## config.mk

```make
export PLATFORM = sky130hd
export DESIGN_NAME = pps_serializer
export DESIGN_NICKNAME = d
export VERILOG_FILES = /design/src/rtl/pps_pkg.sv /design/src/rtl/pps_plane_gather.sv /design/src/rtl/pps_shift_core.sv /design/src/rtl/pps_serializer.sv
export SDC_FILE = /design/constraint.sdc
export NUM_CORES = 1
export LEC_CHECK = 0
export ABC_AREA = 1
export BUFFER_PORTS_ARGS = -buffer_cell sky130_fd_sc_hd__buf_2
export CAP_MARGIN = 15
export CORE_MARGIN = 1
export CORE_UTILIZATION = 45
export CTS_CLUSTER_DIAMETER = 200
export DETAILED_ROUTE_END_ITERATION = 10
export PLACE_DENSITY = 0.69
export SYNTH_ARGS = -nofsm -noshare
export SYNTH_HDL_FRONTEND = slang
export SYNTH_SLANG_ARGS = --single-unit
```

## constraint.sdc

```tcl
create_clock -name clk -period 1.9 [get_ports clk]
set_clock_uncertainty 0.05 [all_clocks]
set_input_delay 0.38 -clock clk [delete_from_list [all_inputs] [get_ports clk]]
set_output_delay 0.38 -clock clk [all_outputs]
set_load 0.1 [all_outputs]
```

## src/rtl/pps_pkg.sv

```systemverilog
package pps_pkg;
    localparam int PPS_PLANES       = 4;
    localparam int PPS_PLANE_BITS   = 8;
    localparam int PPS_WORD_W       = PPS_PLANES * PPS_PLANE_BITS;

    typedef enum logic [0:0] {
        ST_EMPTY = 1'b0,
        ST_SHIFT = 1'b1
    } pps_state_t;
endpackage

```

## src/rtl/pps_plane_gather.sv

```systemverilog
module pps_plane_gather #(
    parameter int PLANES     = 4,
    parameter int PLANE_BITS = 8,
    localparam int WORD_W    = PLANES * PLANE_BITS
) (
    input  logic [WORD_W-1:0]                     word_in,
    output logic [PLANE_BITS-1:0][PLANES-1:0]     pix_out
);
    // Pixel p takes bit (PLANE_BITS-1-p) from each plane; plane k lands in bit k.
    for (genvar gp = 0; gp < PLANE_BITS; gp++) begin : g_pix
        for (genvar gk = 0; gk < PLANES; gk++) begin : g_plane
            assign pix_out[gp][gk] = word_in[gk*PLANE_BITS + (PLANE_BITS-1-gp)];
        end
    end
endmodule

```

## src/rtl/pps_shift_core.sv

```systemverilog
module pps_shift_core
    import pps_pkg::*;
#(
    parameter int PLANES     = 4,
    parameter int PLANE_BITS = 8,
    localparam int POS_W     = (PLANE_BITS > 1) ? $clog2(PLANE_BITS) : 1
) (
    input  logic                              clk,
    input  logic                              rst,
    input  logic                              pix_en,
    input  logic                              word_valid,
    input  logic [PLANE_BITS-1:0][PLANES-1:0] gathered,
    output logic                              word_ready,
    output logic                              pix_valid,
    output logic [PLANES-1:0]                 pix_index
);
    localparam logic [POS_W-1:0] LAST_POS = POS_W'(PLANE_BITS - 1);

    pps_state_t                          state, state_nxt;
    logic [POS_W-1:0]                    pos;
    logic [PLANE_BITS-1:0][PLANES-1:0]   pix_buf;
    logic                                accept;
    logic                                at_last;

    assign at_last    = (pos == LAST_POS);
    assign word_ready = (state == ST_EMPTY) || (at_last && pix_en);
    assign accept     = word_valid && word_ready;

    always_comb begin
        state_nxt = state;
        unique case (state)
            ST_EMPTY: if (accept) state_nxt = ST_SHIFT;                   // load
            ST_SHIFT: if (pix_en && at_last && !accept) state_nxt = ST_EMPTY; // drain
            default:  state_nxt = ST_EMPTY;
        endcase
    end

    always_ff @(posedge clk) begin
        if (rst) state <= ST_EMPTY;
        else     state <= state_nxt;
    end

    always_ff @(posedge clk) begin
        if (rst) begin
            pix_valid <= 1'b0;
            pix_index <= '0;
            pos       <= '0;
            pix_buf   <= '0;
        end else begin
            pix_valid <= 1'b0;
            if (state == ST_SHIFT && pix_en) begin
                pix_valid <= 1'b1;
                pix_index <= pix_buf[pos];
                pos       <= at_last ? '0 : pos + 1'b1;
            end
            if (accept) begin
                pix_buf <= gathered;
                pos     <= '0;
            end
        end
    end

    AST_READY_WHEN_EMPTY: assert property (@(posedge clk) disable iff (rst)
        (state == ST_EMPTY) |-> word_ready);
    AST_ACCEPT_LOADS: assert property (@(posedge clk) disable iff (rst)
        (word_valid && word_ready) |=> (state == ST_SHIFT && pos == '0));
    AST_NO_BUBBLE: assert property (@(posedge clk) disable iff (rst)
        (state == ST_SHIFT && pix_en && at_last && word_valid) |=> (state == ST_SHIFT && pix_valid));
    AST_VALID_NEEDS_EN: assert property (@(posedge clk) disable iff (rst)
        pix_valid |-> $past(pix_en));
    AST_HOLD_IDX: assert property (@(posedge clk) disable iff (rst)
        (!pix_valid && !$past(rst)) |-> $stable(pix_index));
endmodule

```

## src/rtl/pps_serializer.sv

```systemverilog
module pps_serializer
    import pps_pkg::*;
#(
    parameter int PLANES     = PPS_PLANES,
    parameter int PLANE_BITS = PPS_PLANE_BITS,
    localparam int WORD_W    = PLANES * PLANE_BITS
) (
    input  logic              clk,
    input  logic              rst,
    input  logic              pix_en,
    input  logic              word_valid,
    input  logic [WORD_W-1:0] word_data,
    output logic              word_ready,
    output logic              pix_valid,
    output logic [PLANES-1:0] pix_index
);
    logic [PLANE_BITS-1:0][PLANES-1:0] gathered;

    pps_plane_gather #(.PLANES(PLANES), .PLANE_BITS(PLANE_BITS)) u_gather (
        .word_in (word_data),
        .pix_out (gathered)
    );

    pps_shift_core #(.PLANES(PLANES), .PLANE_BITS(PLANE_BITS)) u_core (
        .clk        (clk),
        .rst        (rst),
        .pix_en     (pix_en),
        .word_valid (word_valid),
        .gathered   (gathered),
        .word_ready (word_ready),
        .pix_valid  (pix_valid),
        .pix_index  (pix_index)
    );
endmodule

```

==> results of run 1 <==
## critical path, cell delays in order (launching register included)
cell and delay (ns):
sky130_fd_sc_hd__dfxtp_1 0.32, sky130_fd_sc_hd__ha_1 0.19, sky130_fd_sc_hd__ha_1 0.20, sky130_fd_sc_hd__nand2_1 0.08, sky130_fd_sc_hd__nand2_2 0.08, sky130_fd_sc_hd__buf_12 0.18
## area by class of cell
type,instances,area [um2]
multi-input combinational,150,720.7
clock buffer,7,86.33
timing repair buffer,46,270.3
sequential,41,820.8
fill,368,1664
inverter,39,148.9
tap,48,60.06
## worst max path at each step
stage	from	depth (start not counted)	endpoint	slack [ns]
after floorplan	u_core.pos[0]	9	u_core.pix_buf[10]	0.1
after global placement	u_core.pos[0]	8	u_core.pix_buf[0]	0.29
after detailed placement	u_core.pos[0]	8	u_core.pix_buf[0]	0.22
after CTS	u_core.pos[0]	5	word_ready	0.11
after global routing	u_core.pos[0]	8	u_core.pix_buf[0]	0.05
final	u_core.pos[0]	5	word_ready	0.12
## flip-flops by register name (all words and copies together) (netlist names)
register / flops
u_core.pos: 3
u_core.pix_index: 4
u_core.pix_buf: 32
u_core.pix_valid: 1
u_core.state: 1
## Yosys cell counts, drive strengths merged
master,n,area (um2)
inv,39,148.9
a21oi,39,202.7
ha,2,25.02
o21ai,38,190.2
nor2,3,11.26
dfxtp,41,820.8
nand2,43,166.4
nand3,24,120.1
nor3,1,5.000
buf,12,110.1
clkbuf,3,11.26
## through the flow
stage | hold slack [ns] | instance area [um2] | instances
floorplan | 0.3786 | 1812 | 245
global placement | 0.3897 | 2021 | 324
detailed placement | 0.3962 | 2021 | 324
CTS | 0.2158 | 2107 | 331
global route | 0.2217 | 2107 | 331
finish | 0.2227 | 2107 | 331
## power by group through the flow
stage          sequential [mW]  clock, mW  combinational, mW
4_1_cts                  0.939      0.580              0.316
2_1_floorplan            0.999          0              0.198
3_3_place_gp             0.957          0              0.310
3_5_place_dp             0.959          0              0.314
6_report                 0.939      0.567              0.312
5_1_grt                  0.943      0.619              0.353
## metal layers
| layer | track usage | part of all wire | vias up |
|---|---|---|---|
| li1 | - | - | 867 |
| met1 | 0.2400 | 0.49 | 689 |
| met2 | 0.3119 | 0.46 | 34 |
| met3 | 0.04861 | 0.037 | 8 |
| met4 | 0.07609 | 0.018 | 0 |
| met5 | 0 | 0 | - |
## cell families after synthesis
logic type                 synth area share
AOI/OAI and AO/OA                    0.2169
and+or+nand+nor                      0.1671
buffers and inverters                0.1492
DFF                                  0.4530
adders and majority gates           0.01381
==> summary.txt, run 1 <==
====================================================================================================
Leakage power figure                                                                       0.9757 nW
Height of the die                                                                           65.45 um
Net load switching power                                                                   0.5009 mW
Max Slew Vio Count                                                                                 0
Average cell area after synthesis                                                          7.395 um2
First-pass GRT wire length                                                                   6203 um
Number of setup violations in the final report                                                     0
Sequential share of power                                                                      0.516
Net count of the finished layout                                                                 321
Number of DRC violations after detailed routing                                                    0
Htree depth                                                                                        2
Final standard cell utilization of the core                                                   0.5587
Pin count of the biggest net entering global routing                                              43
Antenna violations before repair                                                                   0
Top Ports                                                                                         42
Number of synthesized register bits                                                               41
Horizontal extent of the die                                                                65.45 um
P_int                                                                                       1.317 mW
Clock Power Share                                                                              0.312
Hold Fails Final Rpt                                                                               0
Worst path setup slack after routing                                                       0.1232 ns
Area of the die                                                                             4284 um2
Cells resized by post-CTS repair                                                                   0
Per-cell via count in the routed design                                                        4.828
Effective utilization at floorplan                                                            0.4804
Path class of the lowest-slack min-delay path                                           input pin to register
GRT Overall Usage                                                                             0.1915
Power density over the cells                                                            862.7 nW/um2
Part of the power in combinational logic                                                       0.172
MaxCap Viol Count                                                                                  0
Floorplan Core Area                                                                         3771 um2
Antenna violation net count after detailed routing                                                 0
Buffers from clock root to sink, at most                                                           2
CTS Sinks                                                                                         41
Area growth from synthesis to layout                                                          16.30%
Via count of the first global-routing pass                                                      1454
TritonCTS clock tree                                                                             yes
Crit path arrival time                                                                       1.35 ns
Quantity of hold-fixing buffers added after cts                                                    0
Worst voltage drop across the vdd grid                                                      561.9 uV
Sum Neg Setup Slack                                                                             0 ns
Ant. Diodes                                                                                        0
Hold Path Sink                                                                          u_core.state
Post-synthesis cell type count                                                                    17
Headroom to the max-slew limit                                                                0.6642
Post-Syn Instances                                                                               245
Status                                                                                  complete, no violations
Total power of the final layout                                                             1.818 mW
Routability cong.                                                                             0.7719
Register area share after synthesis                                                           0.4530
Routed WL per cell                                                                          11.11 um
Maximum frequency from static timing analysis                                              562.8 MHz
Cell area after synthesis                                                                   1812 um2
Worst Hold Launch                                                                                rst
Worst slack, placed                                                                        0.2236 ns
Routed via count                                                                                1598
Worst Path Max Fanout                                                                              3
Synth Net Count                                                                                  283
Root buffer cell                                                                        sky130_fd_sc_hd__clkbuf_8
Detailed Routing Iterations Pass 1                                                                 4
Period Utilization, post-route                                                                0.9352
Launching element type of the critical path                                                 register
Crit. End Element                                                                        output port
Ratio of cells with drive above 1 in the final layout                                         0.2049
Worst reg2reg path depth                                                                           8
Final Critical Period                                                                       1.777 ns
Startpoint of the worst-slack reg-to-reg timing path                                    u_core.pos[0]
YS warnings                                                                                        0
Data required time at the worst endpoint                                                     1.47 ns
Clock-pin slew reported for the worst setup and hold paths after clock tree synthesis        0.07 ns
Critical Setup Path Class                                                               register to output port
Aggregate global routing overflow                                                                  0
Post-CTS repair timing setup buffer count                                                          0
Number of port buffers                                                                            41
Count of cells along the worst hold path                                                           2
DP Wirelength                                                                                2607 um
Clock latency on the worst-skew pair                                                         0.29 ns
RSZ-0062 raised after global routing                                                           false
Critical R2R Capture                                                                    u_core.pix_buf[0]
Cell row count                                                                                    22
Top library cells by usage in the layout, fill and taps aside                           sky130_fd_sc_hd__nand2_1 (41), sky130_fd_sc_hd__dfxtp_1 (41), sky130_fd_sc_hd__buf_2 (40)
Worst setup slack for register-to-register paths                                             0.21 ns
Final routed wirelength across all metal layers                                              3676 um
Number of DRC violations after detailed-routing iteration 0                                       62
Measured slew at the worst slew-check pin                                                  0.5029 ns
Share of total power consumed by net switching                                                0.2756
Number of buffers created by CTS                                                                   5
====================================================================================================
Note: power is estimated with default switching activity, not from simulation.
==> run 2, diff against run 1 <==
==> constraint.sdc (replaced) <==
create_clock -name clk -period 2 [get_ports clk]
set_clock_uncertainty 0.05 [all_clocks]
set_input_delay 0.4 -clock clk [delete_from_list [all_inputs] [get_ports clk]]
set_output_delay 0.4 -clock clk [all_outputs]
set_load 0.1 [all_outputs]
==> run 2 against run 1 <==
Net effect:
- non-clock buffer count is 1 lower
- worst hold slack better by 0.037 ns
- final cell count did not move
- sequential power down 5.1%
- wire length increased by 0.57%
- clock power up 19%
- critical path depth is the same
- sequential cell count is the same
- die area unchanged
==> summary.txt, run 2 (synthesis results as in run 1) <==
====================================================================================================
Antenna violations before repair                                                                   0
Leakage power figure                                                                       0.9896 nW
Routability cong.                                                                             0.8072
Crit path arrival time                                                                       1.34 ns
Quantity of hold-fixing buffers added after cts                                                    0
Post-layout instance count excluding filler cells                                                331
Measured slew at the worst slew-check pin                                                  0.5004 ns
Largest register FFs                                                                              32
Top library cells by usage in the layout, fill and taps aside                           sky130_fd_sc_hd__nand2_1 (41), sky130_fd_sc_hd__dfxtp_1 (41), sky130_fd_sc_hd__buf_2 (40)
Sum Neg Setup Slack                                                                             0 ns
Final Critical Period                                                                       1.789 ns
Registers with the most flip-flops                                                      u_core.pix_buf x32, u_core.pix_index x4, u_core.pos x3
Ant. Diodes                                                                                        0
Pin count of the biggest net entering global routing                                              38
Worst voltage drop across the vdd grid                                                      459.8 uV
Root buffer cell                                                                        sky130_fd_sc_hd__clkbuf_8
Max Slew Vio Count                                                                                 0
Clock latency on the worst-skew pair                                                         0.29 ns
Height of the die                                                                           65.45 um
Worst slack, placed                                                                        0.3508 ns
Maximum frequency from static timing analysis                                              559.0 MHz
Cells resized by post-CTS repair                                                                   0
Final routed wirelength across all metal layers                                              3697 um
Area occupied by multi-input gates                                                         720.7 um2
Startpoint of the worst-slack reg-to-reg timing path                                    u_core.pos[0]
Data required time at the worst endpoint                                                     1.55 ns
First-pass GRT wire length                                                                   6189 um
Per-cell via count in the routed design                                                        4.792
Aggregate global routing overflow                                                                  0
Routed WL per cell                                                                          11.17 um
Number of DRC violations after detailed routing                                                    0
Effective utilization at floorplan                                                            0.4804
Critical R2R Capture                                                                    u_core.pix_buf[19]
Number of port buffers                                                                            41
Post-CTS repair timing setup buffer count                                                          0
Floorplan Core Area                                                                         3771 um2
Routed via count                                                                                1586
Net count of the finished layout                                                                 320
Worst setup slack for register-to-register paths                                             0.35 ns
CTS Sinks                                                                                         41
Antenna violation net count after detailed routing                                                 0
DP Wirelength                                                                                2659 um
Status                                                                                  complete, no violations
Number of fill cells in the layout                                                               374
Via count of the first global-routing pass                                                      1458
Worst Path Max Fanout                                                                              3
Detailed Routing Iterations Pass 1                                                                 4
Crit. End Element                                                                        output port
RSZ-0062 raised after global routing                                                           false
Headroom to the max-slew limit                                                                0.6659
Number of DRC violations after detailed-routing iteration 0                                       85
GRT Overall Usage                                                                             0.1874
Worst Hold Launch                                                                                rst
Power density over the cells                                                            872.5 nW/um2
Ratio of cells with drive above 1 in the final layout                                         0.2049
Hold Fails Final Rpt                                                                               0
Number of setup violations in the final report                                                     0
Htree depth                                                                                        2
Buffers from clock root to sink, at most                                                           2
Met1 wire length                                                                             1824 um
Path class of the lowest-slack min-delay path                                           input pin to register
Detailed route wirelength on metal2                                                          1699 um
Clock-pin slew reported for the worst setup and hold paths after clock tree synthesis        0.07 ns
Number of buffers created by CTS                                                                   5
Routed met3 length                                                                            143 um
Worst reg2reg path depth                                                                           8
Horizontal extent of the die                                                                65.45 um
Count of cells along the worst hold path                                                           2
Worst path setup slack after routing                                                       0.2112 ns
Cell row count                                                                                    22
Highest metal layer used by the detailed router                                                 met4
Critical Setup Path Class                                                               register to output port
Area of the die                                                                             4284 um2
Launching element type of the critical path                                                 register
TritonCTS clock tree                                                                             yes
Post-placement cell count                                                                        323
Area growth from synthesis to layout                                                          18.23%
Reg area                                                                                   820.8 um2
Top Ports                                                                                         42
MaxCap Viol Count                                                                                  0
Period Utilization, post-route                                                                0.8944
Hold Path Sink                                                                          u_core.state
Top reg by flops                                                                        u_core.pix_buf
====================================================================================================
## run 2: changes by cell type in the layout (fill, tap and decap cells not counted)
cell,before,now
sky130_fd_sc_hd__buf_12,2,3
sky130_fd_sc_hd__buf_4,4,2
sky130_fd_sc_hd__bufinv_16,0,1
## run 2: critical path, cell delays in order, from the launching register on
cell and delay [ns]:
sky130_fd_sc_hd__dfxtp_1 0.32, sky130_fd_sc_hd__ha_1 0.19, sky130_fd_sc_hd__ha_1 0.21, sky130_fd_sc_hd__nand2_1 0.08
sky130_fd_sc_hd__nand2_2 0.08, sky130_fd_sc_hd__buf_12 0.18
## run 2: metrics by stage
stage               hold slack, ns    util  power, mW  instance area [um2]
global placement            0.3915  0.5372      1.211                 2026
detailed placement          0.3935  0.5372      1.215                 2026
global route                0.2556  0.5680      1.960                 2142
floorplan                   0.3786       -      1.138                 1812
finish                      0.2593  0.5680      1.869                 2142
CTS                         0.2551  0.5680      1.887                 2142
## run 2: how the worst max path moves through the flow
| stage | start | to | slack [ns] | cells past startpoint |
|---|---|---|---|---|
| 6_report | u_core.pos[0] | word_ready | 0.21 | 5 |
| 5_1_grt | u_core.pos[2] | word_ready | 0.16 | 4 |
| 4_1_cts | u_core.pos[0] | word_ready | 0.20 | 5 |
| 3_5_place_dp | u_core.pos[0] | u_core.pix_buf[17] | 0.35 | 8 |
| 3_3_place_gp | u_core.pos[0] | u_core.pix_buf[15] | 0.39 | 8 |
| 2_1_floorplan | u_core.pos[0] | u_core.pix_buf[10] | 0.20 | 9 |
## run 2: layout make-up
cell class / instances / area share
repair buffers: 45 / 0.1285
clock buffers: 7 / 0.04030
multi-input cells: 150 / 0.3364
inverters: 39 / 0.06951
flip-flops and latches: 41 / 0.3832
clock inverters: 1 / 0.01402
well taps: 48 / 0.02804
## run 2: metal layers
layer  up-vias  GRT usage
met5         -          0
met4         0    0.04891
met3         4    0.04167
met2        28     0.3144
met1       688     0.2411
li1        866          -
## run 2: power by group
group	switching [mW]	total [mW]	leakage [nW]	internal [mW]
registers	0.0159	0.891	0.339	0.875
clock network	0.268	0.675	0.0585	0.407
logic	0.198	0.303	0.592	0.105
total	0.482	1.87	0.990	1.39
==> run 3, diff against run 2 <==
--- a/config.mk
+++ b/config.mk
@@ -8,11 +8,13 @@
 export ABC_AREA = 1
 export BUFFER_PORTS_ARGS = -buffer_cell sky130_fd_sc_hd__buf_2
 export CAP_MARGIN = 15
+export CELL_PAD_IN_SITES_DETAIL_PLACEMENT = 1
+export CELL_PAD_IN_SITES_GLOBAL_PLACEMENT = 2
 export CORE_MARGIN = 1
-export CORE_UTILIZATION = 45
+export CORE_UTILIZATION = 29
 export CTS_CLUSTER_DIAMETER = 200
 export DETAILED_ROUTE_END_ITERATION = 10
-export PLACE_DENSITY = 0.69
+export PLACE_DENSITY_LB_ADDON = 0.1
 export SYNTH_ARGS = -nofsm -noshare
 export SYNTH_HDL_FRONTEND = slang
 export SYNTH_SLANG_ARGS = --single-unit
==> run 3 against run 2 <==
Net effect:
- utilization fell by 21 points
- non-clock buffer count rose by 2
- total power fell by 8.1%
- cell area rose by 0.29%
- sequential power barely moved
- critical path type unchanged
- largest cell class unchanged
- largest power group unchanged
==> summary.txt, run 3 (synthesis results as in run 1) <==
====================================================================================================
Status                                                                                  complete, no violations
Number of buffers created by CTS                                                                   5
Antenna violations before repair                                                                   0
Top Ports                                                                                         42
Worst voltage drop across the vdd grid                                                      260.8 uV
Number of fill cells in the layout                                                               780
Number of DRC violations after detailed-routing iteration 0                                       43
RSZ-0062 raised after global routing                                                           false
Worst reg2reg path depth                                                                           8
Final routed wirelength across all metal layers                                              4599 um
Number of port buffers                                                                            41
Total power of the final layout                                                             1.718 mW
Worst Path Max Fanout                                                                              3
Slowest CP cell                                                                         sky130_fd_sc_hd__dfxtp_1
Cells along the critical path                                                           ha_1 -> ha_1 -> nand2_1 -> nand2_2 -> buf_12
Launching element type of the critical path                                                 register
Path class of the lowest-slack min-delay path                                           input pin to register
Post-layout instance count excluding filler cells                                                358
Detailed Routing Iterations Pass 1                                                                 4
Biggest cell delay along the critical path                                                   0.32 ns
Top reg by flops                                                                        u_core.pix_buf
Routability cong.                                                                             0.6977
Most used cell along the critical path                                                  sky130_fd_sc_hd__ha_1
Root buffer cell                                                                        sky130_fd_sc_hd__clkbuf_8
Height of the die                                                                           81.04 um
Area of the die                                                                             6567 um2
Maximum frequency from static timing analysis                                              552.8 MHz
Crit. End Element                                                                        output port
Headroom to the max-slew limit                                                                0.6769
TritonCTS clock tree                                                                             yes
Via count of the first global-routing pass                                                      1598
Area occupied by multi-input gates                                                         720.7 um2
Post-CTS repair timing setup buffer count                                                          0
Buffers from clock root to sink, at most                                                           2
Reg area                                                                                   820.8 um2
Ant. Diodes                                                                                        0
GRT Overall Usage                                                                             0.1549
Largest register FFs                                                                              32
Area growth from synthesis to layout                                                          18.58%
MaxCap Viol Count                                                                                  0
Period Utilization, post-route                                                                0.9045
Ratio of cells with drive above 1 in the final layout                                         0.2085
Aggregate global routing overflow                                                                  0
Power density over the cells                                                            799.9 nW/um2
CTS Sinks                                                                                         41
Routed WL per cell                                                                          12.85 um
Clock latency on the worst-skew pair                                                         0.29 ns
Top library cells by usage in the layout, fill and taps aside                           sky130_fd_sc_hd__nand2_1 (41), sky130_fd_sc_hd__dfxtp_1 (41), sky130_fd_sc_hd__buf_2 (40)
Net count of the finished layout                                                                 322
Max Slew Vio Count                                                                                 0
Quantity of hold-fixing buffers added after cts                                                    0
Final Critical Period                                                                       1.809 ns
Htree depth                                                                                        2
Routed via count                                                                                1649
Clock-pin slew reported for the worst setup and hold paths after clock tree synthesis        0.08 ns
Number of DRC violations after detailed routing                                                    0
Data required time at the worst endpoint                                                     1.55 ns
Effective utilization at floorplan                                                            0.3024
Sum Neg Setup Slack                                                                             0 ns
Critical Setup Path Class                                                               register to output port
Measured slew at the worst slew-check pin                                                  0.4839 ns
Cell row count                                                                                    28
Post-placement cell count                                                                        352
Cells resized by post-CTS repair                                                                   0
Horizontal extent of the die                                                                81.04 um
Registers with the most flip-flops                                                      u_core.pix_buf x32, u_core.pix_index x4, u_core.pos x3
Leakage power figure                                                                       0.9813 nW
Final standard cell utilization of the core                                                   0.3586
Hold Fails Final Rpt                                                                               0
Antenna violation net count after detailed routing                                                 0
Crit path arrival time                                                                       1.36 ns
First-pass GRT wire length                                                                   7576 um
Pin count of the biggest net entering global routing                                              35
Number of setup violations in the final report                                                     0
Count of cells along the worst hold path                                                           2
Floorplan Core Area                                                                         5991 um2
Per-cell via count in the routed design                                                        4.606
DP Wirelength                                                                                3255 um
====================================================================================================
==> run 3: area by class of cell <==
class	instances	share of cell area
Clock buffer	5	0.03203
Inverter	39	0.06931
Clock inverter	1	0.002330
Timing Repair Buffer	47	0.1351
Multi-Input combinational cell	150	0.3355
Sequential cell	41	0.3821
Tap cell	75	0.04368
==> run 3: path summary, 6_finish.rpt <==
check	from	to	slack [ns]
hold reg to reg	u_core.pix_buf[22]	u_core.pix_buf[22]	0.41
hold / removal	rst	u_core.state	0.24
setup / recovery	u_core.pos[0]	word_ready	0.19
setup reg to reg	u_core.pos[0]	u_core.pix_buf[6]	0.34
==> run 3: per-stage QoR <==
stage | setup WS (ns) | hold WS (ns) | instance area, um2
final | 0.1910 | 0.2416 | 2148
after global routing | 0.09004 | 0.2396 | 2148
after CTS | 0.1819 | 0.2394 | 2148
after detailed placement | 0.3408 | 0.3963 | 2074
after global placement | 0.3852 | 0.3946 | 2074
after floorplan | 0.1999 | 0.3786 | 1812
==> run 3: power breakdown <==
| group | switching [mW] | internal [mW] | leakage [nW] |
|---|---|---|---|
| clock | 0.287 | 0.230 | 0.0399 |
| combinational | 0.204 | 0.107 | 0.603 |
| sequential | 0.0157 | 0.875 | 0.339 |
==> run 3: metal layers <==
| layer | wire, um | vias to the layer above | track usage |
|---|---|---|---|
| met4 | 53 | 0 | 0.05357 |
| met1 | 2329 | 747 | 0.1970 |
| met3 | 212 | 5 | 0.04607 |
| li1 | - | 864 | - |
| met2 | 2003 | 33 | 0.2479 |
| met5 | 0 | - | 0 |
==> run 3: worst max-delay path: cells and delay by family, from the launching register on <==
family | cells | cell delay [ns]
DFF | 1 | 0.32
adders and majority gates | 2 | 0.41
buffers and inverters | 1 | 0.17
and+or+nand+nor | 2 | 0.16
